### src/rtl/irq_entry_pkg.sv
package irq_entry_pkg;
    localparam int PC_W      = 24;
    localparam int MASK_BIT  = 7;
    localparam int TRACE_BIT = 7;
    localparam int N_SER     = 4;
    localparam int TRACE_VEC = 5;

    // serial sources in priority order: rx error, rx full, tx empty, tx end
    localparam logic [7:0] SER_FLAG_MASK [N_SER] = '{8'h38, 8'h40, 8'h80, 8'h04};
    localparam logic [7:0] SER_EN_MASK   [N_SER] = '{8'h40, 8'h40, 8'h80, 8'h04};

    typedef enum logic [2:0] {
        S_IDLE       = 3'd0,
        S_PUSH_FRAME = 3'd1,
        S_PUSH_EXT   = 3'd2,
        S_FETCH_VEC  = 3'd3,
        S_LOAD_PC    = 3'd4,
        S_POP_EXT    = 3'd5,
        S_POP_FRAME  = 3'd6,
        S_POP_DONE   = 3'd7
    } seq_state_e;
endpackage

### src/rtl/irq_pick.sv
module irq_pick
    import irq_entry_pkg::*;
#(
    parameter int N_EXT    = 4,
    parameter int VEC_W    = 8,
    parameter int EXT_BASE = 32,
    parameter int SER_BASE = 52
) (
    input  logic [N_EXT-1:0] ext_flag,
    input  logic [N_EXT-1:0] ext_en,
    input  logic [7:0]       ser_stat,
    input  logic [7:0]       ser_ctl,
    output logic             hit,
    output logic [VEC_W-1:0] vec
);
    localparam int N_ALL = N_EXT + N_SER;

    logic [N_ALL-1:0] live;
    logic [VEC_W-1:0] vec_of [N_ALL];

    for (genvar g = 0; g < N_EXT; g++) begin : g_ext
        assign live[g]   = ext_flag[g] & ext_en[g];
        assign vec_of[g] = VEC_W'(EXT_BASE + g);
    end

    for (genvar g = 0; g < N_SER; g++) begin : g_ser
        assign live[N_EXT+g]   = (|(ser_stat & SER_FLAG_MASK[g])) &
                                 (|(ser_ctl & SER_EN_MASK[g]));
        assign vec_of[N_EXT+g] = VEC_W'(SER_BASE + g);
    end

    // walk from lowest priority up so the lowest index is written last
    always_comb begin
        hit = 1'b0;
        vec = '0;
        for (int i = N_ALL - 1; i >= 0; i--) begin
            if (live[i]) begin
                hit = 1'b1;
                vec = vec_of[i];
            end
        end
    end
endmodule

### src/rtl/exc_seq.sv
module exc_seq
    import irq_entry_pkg::*;
#(
    parameter int ADDR_W = 24,
    parameter int VEC_W  = 8
) (
    input  logic              clk,
    input  logic              rst_n,
    input  logic              insn_done,
    input  logic              rte_req,
    input  logic              wide_mode,
    input  logic              ext_mode,
    input  logic              irq_hit,
    input  logic [VEC_W-1:0]  irq_vec,
    input  logic [PC_W-1:0]   pc_in,
    input  logic [7:0]        ccr_in,
    input  logic [7:0]        exr_in,
    input  logic [ADDR_W-1:0] sp_in,
    input  logic [31:0]       mem_rdata,
    output logic              busy,
    output logic              is_entry,
    output logic              mem_req,
    output logic              mem_we,
    output logic              mem_wide,
    output logic [ADDR_W-1:0] mem_addr,
    output logic [31:0]       mem_wdata,
    output logic              upd_valid,
    output logic [PC_W-1:0]   pc_out,
    output logic [7:0]        ccr_out,
    output logic [7:0]        exr_out,
    output logic [ADDR_W-1:0] sp_out
);
    localparam logic [ADDR_W-1:0] FRAME_BYTES = ADDR_W'(4);
    localparam logic [ADDR_W-1:0] EXT_BYTES   = ADDR_W'(2);

    typedef struct packed {
        seq_state_e        st;
        logic              entry;
        logic              ext;
        logic              wide;
        logic              by_trace;
        logic              trace_arm;
        logic [VEC_W-1:0]  vec;
        logic [ADDR_W-1:0] sp;
        logic [PC_W-1:0]   pc;
        logic [7:0]        ccr;
        logic [7:0]        exr;
        logic              upd;
    } seq_t;

    seq_t q, d;
    logic take_irq, take_trc;

    always_comb begin
        d         = q;
        d.upd     = 1'b0;
        take_irq  = 1'b0;
        take_trc  = 1'b0;
        mem_req   = 1'b0;
        mem_we    = 1'b0;
        mem_wide  = 1'b1;
        mem_addr  = q.sp;
        mem_wdata = '0;
        unique case (q.st)
            S_IDLE: begin
                if (rte_req) begin
                    d.entry = 1'b0;
                    d.ext   = ext_mode;
                    d.ccr   = ccr_in;
                    d.exr   = exr_in;
                    d.sp    = sp_in;
                    d.st    = ext_mode ? S_POP_EXT : S_POP_FRAME;
                end else if (insn_done) begin
                    take_irq = irq_hit && !ccr_in[MASK_BIT];
                    take_trc = ext_mode && q.trace_arm;
                    if (take_irq || take_trc) begin
                        d.entry     = 1'b1;
                        d.ext       = ext_mode;
                        d.wide      = wide_mode;
                        d.by_trace  = !take_irq;
                        d.vec       = take_irq ? irq_vec : VEC_W'(TRACE_VEC);
                        d.pc        = pc_in;
                        d.ccr       = ccr_in;
                        d.exr       = exr_in;
                        d.sp        = sp_in - FRAME_BYTES;
                        d.trace_arm = 1'b0;
                        d.st        = S_PUSH_FRAME;
                    end else begin
                        d.trace_arm = exr_in[TRACE_BIT];
                    end
                end
            end
            S_PUSH_FRAME: begin
                mem_req   = 1'b1;
                mem_we    = 1'b1;
                mem_wdata = {q.ccr, q.pc};
                if (q.ext) begin
                    d.sp = q.sp - EXT_BYTES;
                    d.st = S_PUSH_EXT;
                end else begin
                    d.st = S_FETCH_VEC;
                end
            end
            S_PUSH_EXT: begin
                mem_req   = 1'b1;
                mem_we    = 1'b1;
                mem_wide  = 1'b0;
                mem_wdata = {16'h0000, q.exr, q.exr};
                d.st      = S_FETCH_VEC;
            end
            S_FETCH_VEC: begin
                mem_req  = 1'b1;
                mem_wide = q.wide;
                mem_addr = q.wide ? (ADDR_W'(q.vec) << 2) : (ADDR_W'(q.vec) << 1);
                d.st     = S_LOAD_PC;
            end
            S_LOAD_PC: begin
                d.pc  = q.wide ? mem_rdata[PC_W-1:0] : PC_W'(mem_rdata[15:0]);
                d.ccr = q.ccr | 8'h80;
                if (q.by_trace) d.exr[TRACE_BIT] = 1'b0;
                d.upd = 1'b1;
                d.st  = S_IDLE;
            end
            S_POP_EXT: begin
                mem_req  = 1'b1;
                mem_wide = 1'b0;
                d.sp     = q.sp + EXT_BYTES;
                d.st     = S_POP_FRAME;
            end
            S_POP_FRAME: begin
                if (q.ext) d.exr = mem_rdata[15:8];
                mem_req = 1'b1;
                d.sp    = q.sp + FRAME_BYTES;
                d.st    = S_POP_DONE;
            end
            S_POP_DONE: begin
                d.ccr = mem_rdata[31:24];
                d.pc  = mem_rdata[PC_W-1:0];
                d.upd = 1'b1;
                d.st  = S_IDLE;
            end
            default: d.st = S_IDLE;
        endcase
    end

    always_ff @(posedge clk) begin
        if (!rst_n) q <= '0;
        else        q <= d;
    end

    assign busy      = (q.st != S_IDLE);
    assign is_entry  = q.entry;
    assign upd_valid = q.upd;
    assign pc_out    = q.pc;
    assign ccr_out   = q.ccr;
    assign exr_out   = q.exr;
    assign sp_out    = q.sp;
endmodule

### src/rtl/irq_entry_ctrl.sv
module irq_entry_ctrl
    import irq_entry_pkg::*;
#(
    parameter int N_EXT    = 4,
    parameter int VEC_W    = 8,
    parameter int ADDR_W   = 24,
    parameter int EXT_BASE = 32,
    parameter int SER_BASE = 52
) (
    input  logic              clk,
    input  logic              rst_n,
    input  logic [N_EXT-1:0]  ext_flag,
    input  logic [N_EXT-1:0]  ext_en,
    input  logic [7:0]        ser_stat,
    input  logic [7:0]        ser_ctl,
    input  logic              wide_mode,
    input  logic              ext_mode,
    input  logic              insn_done,
    input  logic              rte_req,
    input  logic [23:0]       pc_in,
    input  logic [7:0]        ccr_in,
    input  logic [7:0]        exr_in,
    input  logic [ADDR_W-1:0] sp_in,
    output logic              irq_pending,
    output logic [VEC_W-1:0]  vec_out,
    output logic              busy,
    output logic              mem_req,
    output logic              mem_we,
    output logic              mem_wide,
    output logic [ADDR_W-1:0] mem_addr,
    output logic [31:0]       mem_wdata,
    input  logic [31:0]       mem_rdata,
    output logic              upd_valid,
    output logic [23:0]       pc_out,
    output logic [7:0]        ccr_out,
    output logic [7:0]        exr_out,
    output logic [ADDR_W-1:0] sp_out
);
    logic seq_entry;

    irq_pick #(
        .N_EXT(N_EXT), .VEC_W(VEC_W), .EXT_BASE(EXT_BASE), .SER_BASE(SER_BASE)
    ) u_pick (
        .ext_flag(ext_flag), .ext_en(ext_en),
        .ser_stat(ser_stat), .ser_ctl(ser_ctl),
        .hit(irq_pending), .vec(vec_out)
    );

    exc_seq #(.ADDR_W(ADDR_W), .VEC_W(VEC_W)) u_seq (
        .clk(clk), .rst_n(rst_n),
        .insn_done(insn_done), .rte_req(rte_req),
        .wide_mode(wide_mode), .ext_mode(ext_mode),
        .irq_hit(irq_pending), .irq_vec(vec_out),
        .pc_in(pc_in), .ccr_in(ccr_in), .exr_in(exr_in), .sp_in(sp_in),
        .mem_rdata(mem_rdata),
        .busy(busy), .is_entry(seq_entry),
        .mem_req(mem_req), .mem_we(mem_we), .mem_wide(mem_wide),
        .mem_addr(mem_addr), .mem_wdata(mem_wdata),
        .upd_valid(upd_valid), .pc_out(pc_out), .ccr_out(ccr_out),
        .exr_out(exr_out), .sp_out(sp_out)
    );
endmodule

### config.mk
export PLATFORM = sky130hd
export DESIGN_NAME = irq_entry_ctrl
export DESIGN_NICKNAME = d
export VERILOG_FILES = /design/src/rtl/irq_entry_pkg.sv /design/src/rtl/irq_pick.sv /design/src/rtl/exc_seq.sv /design/src/rtl/irq_entry_ctrl.sv
export SDC_FILE = /design/constraint.sdc
export NUM_CORES = 1
export LEC_CHECK = 0
export BUFFER_PORTS_ARGS = -buffer_cell sky130_fd_sc_hd__buf_4
export CAP_MARGIN = 20
export CELL_PAD_IN_SITES_DETAIL_PLACEMENT = 1
export CELL_PAD_IN_SITES_GLOBAL_PLACEMENT = 1
export CORE_MARGIN = 3
export CORE_UTILIZATION = 31
export CTS_CLUSTER_SIZE = 14
export DETAILED_ROUTE_END_ITERATION = 10
export PLACE_DENSITY_LB_ADDON = 0.1
export RECOVER_POWER = 25
export SYNTH_ARGS = -nofsm -noshare
export SYNTH_HDL_FRONTEND = slang
export SYNTH_SLANG_ARGS = --single-unit
### constraint.sdc
create_clock -name clk -period 3.8 [get_ports clk]
set_input_delay 1.14 -clock clk [delete_from_list [all_inputs] [get_ports clk]]
set_output_delay 1.14 -clock clk [all_outputs]
set_load 0.01 [all_outputs]
==> After elaboration in Yosys (flattened, before gate mapping) <==
Index checks and enable logic that the tools add are counted.
{ "classes": {"n_addsub": 4, "eq_ne": 15, "n_mux": 43, "bitwise_logic": 10, "n_reduce_logical": 29} }
{ "op_table": {"columns": ["operator", "count"], "rows": [
  ["24-bit 2-to-1 mux", 5],
  ["24-bit one-hot mux with 4 select lines", 1],
  ["32-bit one-hot mux with 3 select lines", 1],
  ["80-bit 2-to-1 mux", 1],
  ["72-bit 2-to-1 mux", 1],
  ["8-bit 2-to-1 mux", 9],
  ["32-bit one-hot mux with 2 select lines", 1],
  ["24-bit by 2-bit adder with 24-bit output, second input constant", 1],
  ["24-bit by 3-bit adder with 24-bit output, second input constant", 1],
  ["24-bit by 2-bit subtractor with 24-bit output, second input constant", 1],
  ["24-bit by 3-bit subtractor with 24-bit output, second input constant", 1],
  ["3-bit one-hot mux with 7 select lines", 1],
  ["4-bit AND reduction", 5],
  ["16-bit 2-to-1 mux", 1],
  ["1-bit 2-to-1 mux", 14],
  ["7-bit one-hot mux with 2 select lines", 1],
  ["3-bit equality test, second input constant", 4],
  ["10-bit 2-to-1 mux", 1],
  ["3-bit AND reduction", 3],
  ["3-bit nonzero test", 3],
  ["1-bit bitwise AND", 8],
  ["2-bit by 1-bit inequality test with 1-bit output, second input constant", 4],
  ["2-bit nonzero test", 4],
  ["7-bit 2-to-1 mux", 1],
  ["other kinds (21)", 28]
]} }
{ "word_totals": {"reg_bits": 80, "inputBits": 126, "output_inout_bits": 134, "elab_cells": 114} }

==> Depth between registers and ports, before layout <==
Gate-level depths: netlist (run 1).
{ "depth": {"word_depth": 15, "mapped_depth": 15, "depth_no_buf": 13} }

==> By module <==
A second synthesis (run 1) with hierarchy kept.
{ "unflattened": {"hier_cells": 939, "area_unflattened_um2": 6890.4} }
{ "by_module_without_submodules": {"columns": ["mod", "instances", "cells_each", "area_per_inst_um2", "seq_area_each_um2"], "rows": [
  ["exc_seq", 1, 913, 6726.5, 1621.6],
  ["irq_pick", 1, 26, 163.9, 0.0]
]} }

==> Least setup slack after synthesis (run 1) <==
No wires, ideal clock.
{ "synth_timing": {"path_kind": "reg2reg", "start": "reg u_seq.q[80] in the netlist's numbering", "end": "reg u_seq.q, in the netlist u_seq.sp_out[22]", "setup_time_ps": 132, "arrival_ps": 3669, "required_time_ps": 3668, "slack_ps": -1, "path_stages_with_launch": 16, "n_path_buf": 4, "period_less_slack_ps": 3801, "cell_sequence": "dfxtp_1 clkbuf_1 clkbuf_1 buf_1 nand2_1 ha_1 clkbuf_1 and3_1 nor4b_1 or3_1 and3_1 a21oi_1 a31oi_1 xor2_1 a21oi_1 a21oi_1"} }
{ "synth_between": {"elab_chain_len": 3, "word_cells_on_any_way": 10, "cone_classes": "6 x eq/ne; 1 x mux; 3 x reduce/logical"} }
{ "synth_rtl": {"columns": ["item", "line", "source"], "rows": [
  ["from (decl)", "exc_seq.sv:51", "seq_t q, d;"],
  ["from (signal assigned)", "exc_seq.sv:147", "if (!rst_n) q <= '0;"],
  ["from (signal assigned)", "exc_seq.sv:148", "else q <= d;"],
  ["3-bit by 1-bit equality test with 1-bit output (tied with other cells)", "exc_seq.sv:64", "unique case (q.st)"],
  ["2-bit by 1-bit inequality test with 1-bit output (no line) (tied with other cells)", null, null],
  ["4-bit AND reduction (no line)", null, null]
]} }
Parallel ways exist; a longest one is shown, timed or not.
A chain may end at the register's enable or synchronous reset.

==> Worst setup path in the final report (run 1) <==
{ "layout_timing": {"start": "in ser_stat[4]", "end": "out vec_out[0]"} }
{ "layout_between": {"elab_chain_len": 7} }
{ "layout_rtl": {"columns": ["item", "line", "source"], "rows": [
  ["from (decl)", "irq_entry_ctrl.sv:14", "input logic [7:0] ser_stat,"],
  ["3-bit OR reduction", "irq_pick.sv:27", "assign live[N_EXT+g] = (|(ser_stat & SER_FLAG_MASK[g])) &"],
  ["1-bit bitwise AND", "irq_pick.sv:27", null],
  ["8-bit 2-to-1 mux (5 in series)", "irq_pick.sv:37", "if (live[i]) begin"],
  ["to (decl)", "irq_entry_ctrl.sv:25", "output logic [VEC_W-1:0] vec_out,"]
]} }
No other way between the ends.

==> results.py, run 1 <==
metrics = {
    "power_and_ir_drop": {
        "p_total_mw": 5.64,
        "power-per-cell-area_mw_per_mm2": 652,
        "p_leak_nw": 3.53,
        "ir_drop_uv": 224,
    },
    "drt": {
        "routedWlPerCell_um": 19.0,
        "drtAntennaViolNets": 0,
        "post-route-drc-count": 0,
        "vias": 7536,
        "dr.pass1.iters": 4,
        "viasPerCell": 5.38,
        "drt_iter0_markers": 348,
        "wirelength_mm": 26.6,
    },
    "sta": {
        "finalClockSkew_ns": 0.00869,
        "fmax_ghz": 0.285,
        "finalHoldViolations": 0,
        "setup_violations": 0,
        "tns_ns": 0,
        "period_share_pct": 92.4,
        "min_period_ns": 3.51,
        "drv_slew": 0,
        "worst_pin_slew_ns": 0.845,
        "relSlewSlack_pct": 43.6,
        "rsz0062_at_grt": "false",
    },
    "worst_setup_path": {
        "worst_path_largest_cell_delay_ns": 0.37,
        "crit_path_cell_trace": "buf_4, or3_1, a21oi_1, a21oi_1, a21oi_1, a21oi_1, a21oi_1, buf_4",
        "start_kind": "input pin",
        "worstPathRequired_ns": 2.66,
        "endpoint_kind": "output pin",
        "setup.worst_path.class": "in2out",
        "cpMostUsedCell": "a21oi_1",
        "worstPathMaxFanout": 2,
        "slowest_stage": "or3_1",
        "worstPathArrival_ns": 2.37,
    },
    "yosys": {
        "synth-simple-area-share_pct": 25.3,
        "netlist.area_leader.share_pct": 23.0,
        "synth_xor_area_share_pct": 4.58,
        "synth_edf_count": 0,
        "post_synth.cell_area_avg_um2": 7.11,
        "synth_compound_area_share_pct": 29.5,
        "synthAdderAreaFrac_pct": 4.78,
        "synth_top_family_by_area": "compound AO/OA/AOI/OAI gates",
        "netlist_area_mm2": 0.00670,
        "synth_top_area_cell": "dfxtp_1",
        "synth.area.mux_share_pct": 0.897,
        "seq_area_frac_synth_pct": 23.0,
        "yosysWarnings": 0,
        "postSynthCellCount": 942,
        "synth_cell_types": 71,
        "async_reset_ff_share_pct": 0,
        "synth-seq-cells": 77,
        "ys.flop_type": "dfxtp_1",
        "synth.area.top_cells": "dfxtp_1 23%, buf_4 7.6%, a21oi_1 7.1%",
    },
    "final_layout": {
        "regArea_mm2": 0.00154,
        "diodes": 0,
        "areaGrowthSynthToFinish_pct": 29.2,
        "drive_above_1_share_pct": 24.3,
        "fill_cells": 2708,
        "finalNetCount": 1271,
        "design_area_mm2": 0.00866,
        "multi_input_area_mm2": 0.00440,
    },
    "clock_tree": {
        "cts_root_buffer": "clkbuf_16",
        "worst_skew_pair.late_latency_ns": 0.35,
        "numCtsBuffers": 9,
        "post-cts-setup-buffers": 0,
        "cts.clk_slew.worst_paths_ns": 0.07,
        "cts_hold_buf": 0,
        "cts_tree": "done",
        "cts.sinks": 77,
        "cts_resized": 0,
        "htreeDepth": 3,
        "clockBufferDepth": 2,
    },
    "grt": {
        "grt_first_pass_wirelength_mm": 42.6,
        "track_usage_pct": 22.1,
        "overflow": 0,
        "grt_pass1_vias": 7732,
        "antenna_found_initial": 0,
        "grt_max_degree": 50,
    },
    "floorplanning": {
        "start_util_pct": 31.7,
        "fp.dieW_um": 153,
        "die_y_um": 153,
        "ios": 260,
        "die_area_mm2": 0.0234,
        "rows": 53,
        "fp.coreArea_mm2": 0.0212,
    },
    "placement": {
        "place_area_mm2": 0.00853,
        "hpwl_mm": 20.2,
        "port_buffers": 249,
        "place_congestion": 0.847,
    },
    "status": {
        "status": "completed",
    },
    "run": {
        "cap_viol_max_count": 0,
    },
    "min_path": {
        "hold_class": "reg2reg",
    },
}
[cell families after synthesis]
family	count (synthesis)
and+or+nand+nor	349
AOI/OAI and AO/OA	308
buffers and inverters	141
DFF	77
xor gates and xnor gates	35
adders and majority gates	25
muxes	6
other	1
[cells in the mapped netlist (4+ instances only)]
master and count:
o22ai_1 7, o32ai_1 4, xor2_1 16, ha_1 24, nand3_1 34, nor2_1 98
a211oi_1 36, nand2_1 93, nor3_1 20, nor2b_1 5, dfxtp_1 77, a311oi_1 11
buf_4 68, and3_1 24, nand2b_1 6, buf_2 8, a31oi_1 10, a221oi_1 6
o21ai_0 41, xnor2_1 19, inv_1 19, a21o_1 5, a22oi_1 33, clkbuf_1 42
and2_1 20, a21oi_1 95, nor3b_1 5, or3_1 8, o21ai_1 25, mux2i_1 6
nand4_1 12
[per-layer routing]
metal / share of wire [%] / track usage [%] / wire [um]
met5: 0 / 0 / 0
met4: 1.1 / 4.75 / 280
met3: 5.5 / 3.99 / 1480
met2: 48 / 37.9 / 12900
met1: 45 / 29.2 / 12000
[critical path: cells and delay by family]
kind / cells / cell delay (ns)
compound gates: 5 / 0.58
buf+inv: 2 / 0.27
simple gates: 1 / 0.37
[power by group]
| part | total (mW) | switching [mW] | leakage, nW | internal [mW] |
|---|---|---|---|---|
| Combinational | 3.42 | 1.97 | 2.76 | 1.44 |
| Sequential | 1.31 | 0.277 | 0.634 | 1.03 |
| Clock | 0.918 | 0.403 | 0.139 | 0.515 |
| Total | 5.64 | 2.65 | 3.53 | 2.99 |
[state kept, by name (all words and copies together) (netlist names)]
signal / flops
u_seq.pc_out: 24
u_seq.sp_out: 24
u_seq.q: 12
u_seq.ccr_out: 8
u_seq.exr_out: 8
u_seq.upd_valid: 1
[final cells by class]
cell class	count	area share, %
Clock buffer	10	2.65
Clock inverter	6	0.824
Inverter	20	0.867
Multi-Input combinational cell	726	50.8
Sequential cell	77	17.8
Tap cell	275	3.98
Timing Repair Buffer	286	23.1
[cell usage in the layout (no fill, tap or decap), drive strengths merged, types with 6 or more instances in the layout]
cell type and count:
or3 8, a311oi 12, mux2i 6, a211oi 36, nand4 12, buf 235, a221oi 6, and3 24
nand3 35, o21ai 70, ha 24, clkbuf 61, a22oi 33, o22ai 7, nand2 96, dfxtp 77
nor3 21, nor2 100, a21oi 95, inv 20, xor2 16, xnor2 19, and2 20, a31oi 10
nand2b 6
[worst paths after layout]
| kind | start | end | slack [ns] | cells past startpoint |
|---|---|---|---|---|
| setup / recovery | ser_stat[4] | vec_out[0] | 0.29 | 8 |
| hold reg to reg | u_seq.q[73] | u_seq.q[73] | 0.46 | 2 |
| hold / removal | u_seq.q[73] | u_seq.q[73] | 0.46 | 2 |
| setup reg to reg | u_seq.q[78] | u_seq.sp_out[21] | 0.41 | 14 |
[through the flow]
step           util [%]  hold slack [ns]  worst slack [ns]  instances
4_1_cts            41.7            0.459             0.267       1398
3_5_place_dp       40.3            0.450             0.113       1382
2_1_floorplan         -            0.427             0.202        944
6_report           40.9            0.456             0.289       1400
5_1_grt            40.9            0.478             0.129       1400
3_3_place_gp       40.3            0.438             0.103       1382
No activity file was read; power rests on OpenSTA's default activity.
==> inputs of run 2 (changes only) <==
--- a/config.mk
+++ b/config.mk
@@ -5,14 +5,14 @@
 export SDC_FILE = /design/constraint.sdc
 export NUM_CORES = 1
 export LEC_CHECK = 0
-export BUFFER_PORTS_ARGS = -buffer_cell sky130_fd_sc_hd__buf_4
 export CAP_MARGIN = 20
 export CELL_PAD_IN_SITES_DETAIL_PLACEMENT = 1
 export CELL_PAD_IN_SITES_GLOBAL_PLACEMENT = 1
 export CORE_MARGIN = 3
-export CORE_UTILIZATION = 31
+export CORE_UTILIZATION = 25
 export CTS_CLUSTER_SIZE = 14
 export DETAILED_ROUTE_END_ITERATION = 10
+export DONT_BUFFER_PORTS = 1
 export PLACE_DENSITY_LB_ADDON = 0.1
 export RECOVER_POWER = 25
 export SYNTH_ARGS = -nofsm -noshare
==> run 2 against run 1 <==
Effect of this change:
- maximum frequency increased by 2.5%
- clock skew grew 0.0036 ns
- via count down 10%
- critical path depth up 4
- power fell by 6.8%
- non-clock buffer count fell by 245
- critical path type is now reg2reg
- highest routed layer unchanged
==> results.py, run 2 (same netlist as run 1, synthesis figures left out) <==
metrics = {
    "drt": {
        "post-route-drc-count": 0,
        "drt_iter0_markers": 310,
        "dr.pass1.iters": 4,
        "routedWlPerCell_um": 22.8,
        "wirelength_mm": 27.7,
        "vias": 6755,
        "viasPerCell": 5.56,
        "drtAntennaViolNets": 0,
    },
    "worst_setup_path": {
        "worstPathMaxFanout": 14,
        "crit_path_cell_trace": "nor2b_4, nand2_2, ha_1, a211oi_1, nor4b_1, or3_1, and3_1, a21oi_1, a31oi_1, xor2_1, a21oi_1, a21oi_1",
        "path_buf_inv": 0,
        "endpoint_kind": "flop",
        "start_kind": "flop",
        "critical-path-top-delay-family": "simple AND/OR/NAND/NOR gates",
        "slowest_stage": "a211oi_1",
        "cpMostUsedCell": "a21oi_1",
        "worstPathRequired_ns": 4.02,
        "worstPathArrival_ns": 3.65,
        "worst_path_largest_cell_delay_ns": 0.43,
        "setup.worst_path.class": "reg2reg",
    },
    "placement": {
        "place_congestion": 0.849,
        "port_buffers": 0,
        "hpwl_mm": 21.1,
        "placedCellCount": 1197,
    },
    "power_and_ir_drop": {
        "power-per-cell-area_mw_per_mm2": 747,
        "p_leak_nw": 2.47,
        "ir_drop_uv": 241,
        "p_total_mw": 5.26,
    },
    "sta": {
        "relSlewSlack_pct": 7.06,
        "finalClockSkew_ns": 0.0123,
        "tns_ns": 0,
        "min_period_ns": 3.42,
        "rsz0062_at_grt": "false",
        "worst_pin_slew_ns": 1.39,
        "finalHoldViolations": 0,
        "fmax_ghz": 0.292,
        "setup_violations": 0,
        "period_share_pct": 90.1,
        "drv_slew": 0,
    },
    "clock_tree": {
        "cts_hold_buf": 0,
        "cts.clk_slew.worst_paths_ns": 0.07,
        "cts.sinks": 77,
        "numCtsBuffers": 9,
        "cts_root_buffer": "clkbuf_16",
        "post-cts-setup-buffers": 0,
        "clockBufferDepth": 2,
        "cts_resized": 0,
        "htreeDepth": 3,
        "cts_tree": "done",
        "worst_skew_pair.late_latency_ns": 0.35,
    },
    "floorplanning": {
        "fp.dieW_um": 170,
        "die_area_mm2": 0.0288,
        "fp.coreArea_mm2": 0.0262,
        "rows": 59,
        "ios": 260,
        "start_util_pct": 25.6,
        "die_y_um": 170,
    },
    "final_layout": {
        "multi_input_area_mm2": 0.00440,
        "drive_above_1_share_pct": 8.52,
        "regArea_mm2": 0.00154,
        "final_common_cell": "nor2_1",
        "final_cell_mix": "97 x nor2_1, 94 x a21oi_1, 92 x nand2_1, 77 x dfxtp_1, 41 x o21ai_0",
        "fill_cells": 3210,
        "finalNetCount": 1026,
        "diodes": 0,
        "areaGrowthSynthToFinish_pct": 5.16,
        "fin_cells": 1215,
    },
    "grt": {
        "grt_pass1_vias": 7152,
        "overflow": 0,
        "track_usage_pct": 18.7,
        "grt_max_degree": 50,
        "grt_first_pass_wirelength_mm": 42.3,
        "antenna_found_initial": 0,
    },
    "run": {
        "cap_viol_max_count": 0,
    },
    "status": {
        "status": "completed",
    },
    "min_path": {
        "hold_class": "reg2reg",
    },
}
==> run 2: tightest hold or removal path, stage by stage (launching register included) <==
cell and delay, ns:
dfxtp_1 0.31, nand2_1 0.06, a21oi_1 0.05
==> run 2: final timing paths <==
| check | from | slack [ns] | endpoint | cells after the start |
|---|---|---|---|---|
| hold / removal | u_seq.q[73] | 0.46 | u_seq.q[73] | 2 |
| setup reg to reg | u_seq.q[78] | 0.38 | u_seq.sp_out[22] | 12 |
| setup / recovery | u_seq.q[78] | 0.38 | u_seq.sp_out[22] | 12 |
| hold reg to reg | u_seq.q[73] | 0.46 | u_seq.q[73] | 2 |
==> run 2: metrics by stage <==
step	hold WS (ns)	area, um2	utilization [%]	worst slack (ns)
finish	0.464	7040	26.9	0.376
global route	0.499	7040	26.9	0.120
CTS	0.466	7040	26.9	0.379
detailed placement	0.458	6740	25.7	0.0957
global placement	0.443	6740	25.7	0.183
floorplan	0.427	6710	-	0.202
==> run 2: layer usage <==
layer	routed length [um]	global-route usage, %	vias to the layer above
li1	-	-	3250
met3	1860	5.10	13
met2	13200	31.3	187
met1	12400	24.0	3305
met5	0	0	-
met4	276	4.20	0
==> run 2: layout make-up <==
type	count	area share (%)
Clock buffer	10	3.25
Timing Repair Buffer	41	4.39
Clock inverter	6	1.01
Tap cell	335	5.95
Inverter	20	1.07
Sequential cell	77	21.9
Multi-Input combinational cell	726	62.4
==> run 2: where the power goes <==
part           internal [mW]  switching [mW]
Combinational           1.10            1.79
Clock                  0.517           0.409
Sequential              1.03           0.411
==> inputs of run 3 (changes only) <==
--- a/config.mk
+++ b/config.mk
@@ -5,6 +5,7 @@
 export SDC_FILE = /design/constraint.sdc
 export NUM_CORES = 1
 export LEC_CHECK = 0
+export ABC_AREA = 1
 export CAP_MARGIN = 20
 export CELL_PAD_IN_SITES_DETAIL_PLACEMENT = 1
 export CELL_PAD_IN_SITES_GLOBAL_PLACEMENT = 1
==> run 3 against run 2 <==
Effect of this change:
- power rose by 24%
- synthesized cell count rose by 46%
- largest cell class unchanged
- design area rose by 13%
- highest routed layer unchanged
- routed wire length rose by 25%
- first-iteration DRC count rose by 26%
- utilization fell by 0.35 points
==> results.py, run 3 <==
metrics = {
    "sta": {
        "rsz0062_at_grt": "false",
        "drv_slew": 0,
        "tns_ns": 0,
        "relSlewSlack_pct": 41.8,
        "min_period_ns": 3.26,
        "setup_ws_ns": 0.545,
        "fmax_ghz": 0.307,
        "period_share_pct": 85.7,
        "finalClockSkew_ns": 0.0108,
        "worst_pin_slew_ns": 0.869,
        "setup_violations": 0,
        "finalHoldViolations": 0,
    },
    "clock_tree": {
        "cts.clk_slew.worst_paths_ns": 0.07,
        "numCtsBuffers": 9,
        "cts.sinks": 77,
        "post-cts-setup-buffers": 0,
        "htreeDepth": 3,
        "clockBufferDepth": 2,
        "cts_root_buffer": "clkbuf_16",
        "cts_resized": 0,
        "cts_hold_buf": 0,
        "worst_skew_pair.late_latency_ns": 0.36,
        "cts_tree": "done",
    },
    "grt": {
        "grt_max_degree": 59,
        "track_usage_pct": 20.2,
        "grt_first_pass_wirelength_mm": 52.1,
        "grt_pass1_vias": 8508,
        "antenna_found_initial": 0,
        "overflow": 0,
    },
    "drt": {
        "wirelength_mm": 34.5,
        "post-route-drc-count": 0,
        "vias": 8273,
        "viasPerCell": 4.91,
        "dr.pass1.iters": 5,
        "routedWlPerCell_um": 20.5,
        "drtAntennaViolNets": 0,
        "drt_iter0_markers": 391,
    },
    "floorplanning": {
        "start_util_pct": 25.8,
        "rows": 63,
        "die_y_um": 182,
        "ios": 260,
        "die_area_mm2": 0.0333,
        "fp.coreArea_mm2": 0.0301,
        "fp.dieW_um": 182,
    },
    "yosys": {
        "netlist.area_leader.share_pct": 19.8,
        "yosysWarnings": 0,
        "synthTopCellsByCount": "363 x nand2_1, 226 x nor2_1, 149 x inv_1",
        "netlist_area_mm2": 0.00778,
        "postSynthCellCount": 1372,
        "seq_area_frac_synth_pct": 19.8,
        "ys.flop_type": "dfxtp_1",
        "synth.area.top_cells": "dfxtp_1 20%, nand2_1 18%, nor2_1 11%",
        "synth.most_common_cell": "nand2_1",
        "synth_edf_count": 0,
        "post_synth.cell_area_avg_um2": 5.67,
        "synth_top_area_cell": "dfxtp_1",
        "synth-seq-cells": 77,
        "async_reset_ff_share_pct": 0,
        "synth_cell_types": 48,
    },
    "placement": {
        "port_buffers": 0,
        "pre_cts_slack_ns": 0.293,
        "hpwl_mm": 27.3,
        "place_congestion": 0.855,
    },
    "run": {
        "cap_viol_max_count": 0,
    },
    "power_and_ir_drop": {
        "power-per-cell-area_mw_per_mm2": 814,
        "p_total_mw": 6.50,
        "p_leak_nw": 3.75,
        "ir_drop_uv": 272,
    },
    "worst_setup_path": {
        "worstPathArrival_ns": 2.12,
        "worstPathRequired_ns": 2.66,
        "slowest_stage": "a21boi_0",
        "crit_path_cell_trace": "nor2_1, nand2_1, nand2_1, o21ai_0, nand2_1, nand2_1, a21boi_0",
        "start_kind": "input pin",
        "worstPathMaxFanout": 5,
        "path_buf_inv": 0,
        "critical-path-top-delay-family": "compound AO/OA/AOI/OAI gates",
        "worst_path_largest_cell_delay_ns": 0.47,
        "endpoint_kind": "output pin",
        "cpMostUsedCell": "nand2_1",
        "setup.worst_path.class": "in2out",
    },
    "final_layout": {
        "diodes": 0,
        "drive_above_1_share_pct": 5.41,
        "final_common_cell": "nand2_1",
        "fin_util_pct": 26.5,
        "final_cell_mix": "363 x nand2_1, 227 x nor2_1, 149 x inv_1, 94 x o21ai_0, 90 x nand3_1",
        "areaGrowthSynthToFinish_pct": 2.70,
        "finalNetCount": 1441,
    },
    "min_path": {
        "hold_class": "reg2reg",
    },
    "status": {
        "status": "completed",
    },
}
[run 3: path summary, 6_finish.rpt]
check | start | to | slack [ns] | cells after the start
setup / recovery | ser_stat[4] | vec_out[0] | 0.54 | 7
hold / removal | u_seq.q[76] | u_seq.q[76] | 0.47 | 2
setup reg to reg | u_seq.q[78] | u_seq.sp_out[16] | 0.79 | 15
hold reg to reg | u_seq.q[76] | u_seq.q[76] | 0.47 | 2
[run 3: cell type report]
cell class | instances | area, um2
fill | 3986 | 22100
multi-input combinational | 1023 | 4900
sequential | 77 | 1540
inverter | 163 | 613
tap | 390 | 488
clock buffer | 10 | 229
timing repair buffer | 16 | 116
clock inverter | 6 | 93.8
[run 3: metrics by stage]
stage                     area, um2  std cells  hold WS [ns]
after floorplan                7780       1374         0.441
after global placement         7670       1669         0.462
after detailed placement       7670       1669         0.463
after CTS                      7990       1685         0.476
after global routing           7990       1685         0.520
final                          7990       1685         0.473
[run 3: cells by family after synthesis]
kind of cell | after synthesis | share of synthesized area [%]
buf+inv | 274 | 17.2
xor+xnor | 22 | 2.48
compound gates | 228 | 16.1
flops | 77 | 19.8
fa+ha+maj | 25 | 4.12
other cells | 1 | 0.0482
simple gates | 745 | 40.2
[run 3: worst reg2reg max path, cell delays in order, from the launching register on]
cell	delay (ns)
dfxtp_1	0.41
inv_2	0.08
nor2_2	0.13
nand2_1	0.17
buf_4	0.26
ha_1	0.39
nand2_1	0.15
nand3b_1	0.21
o21ai_0	0.45
nand3_1	0.21
nand2_1	0.10
nand2_1	0.05
nand3_1	0.08
nand3_1	0.12
nand2_1	0.09
inv_1	0.03
[run 3: where the power goes]
group / switching [mW] / internal [mW] / total, mW
clock: 0.433 / 0.584 / 1.02
combinational: 2.76 / 1.15 / 3.90
sequential: 0.497 / 1.08 / 1.58
total: 3.69 / 2.81 / 6.50
[run 3: routing by layer]
| metal | up-vias | GRT usage [%] | part of all wire [%] |
|---|---|---|---|
| met5 | - | 0 | 0 |
| met4 | 0 | 4.20 | 1.2 |
| met3 | 20 | 5.18 | 6.7 |
| met2 | 196 | 32.1 | 44 |
| met1 | 3899 | 27.7 | 48 |
| li1 | 4158 | - | - |
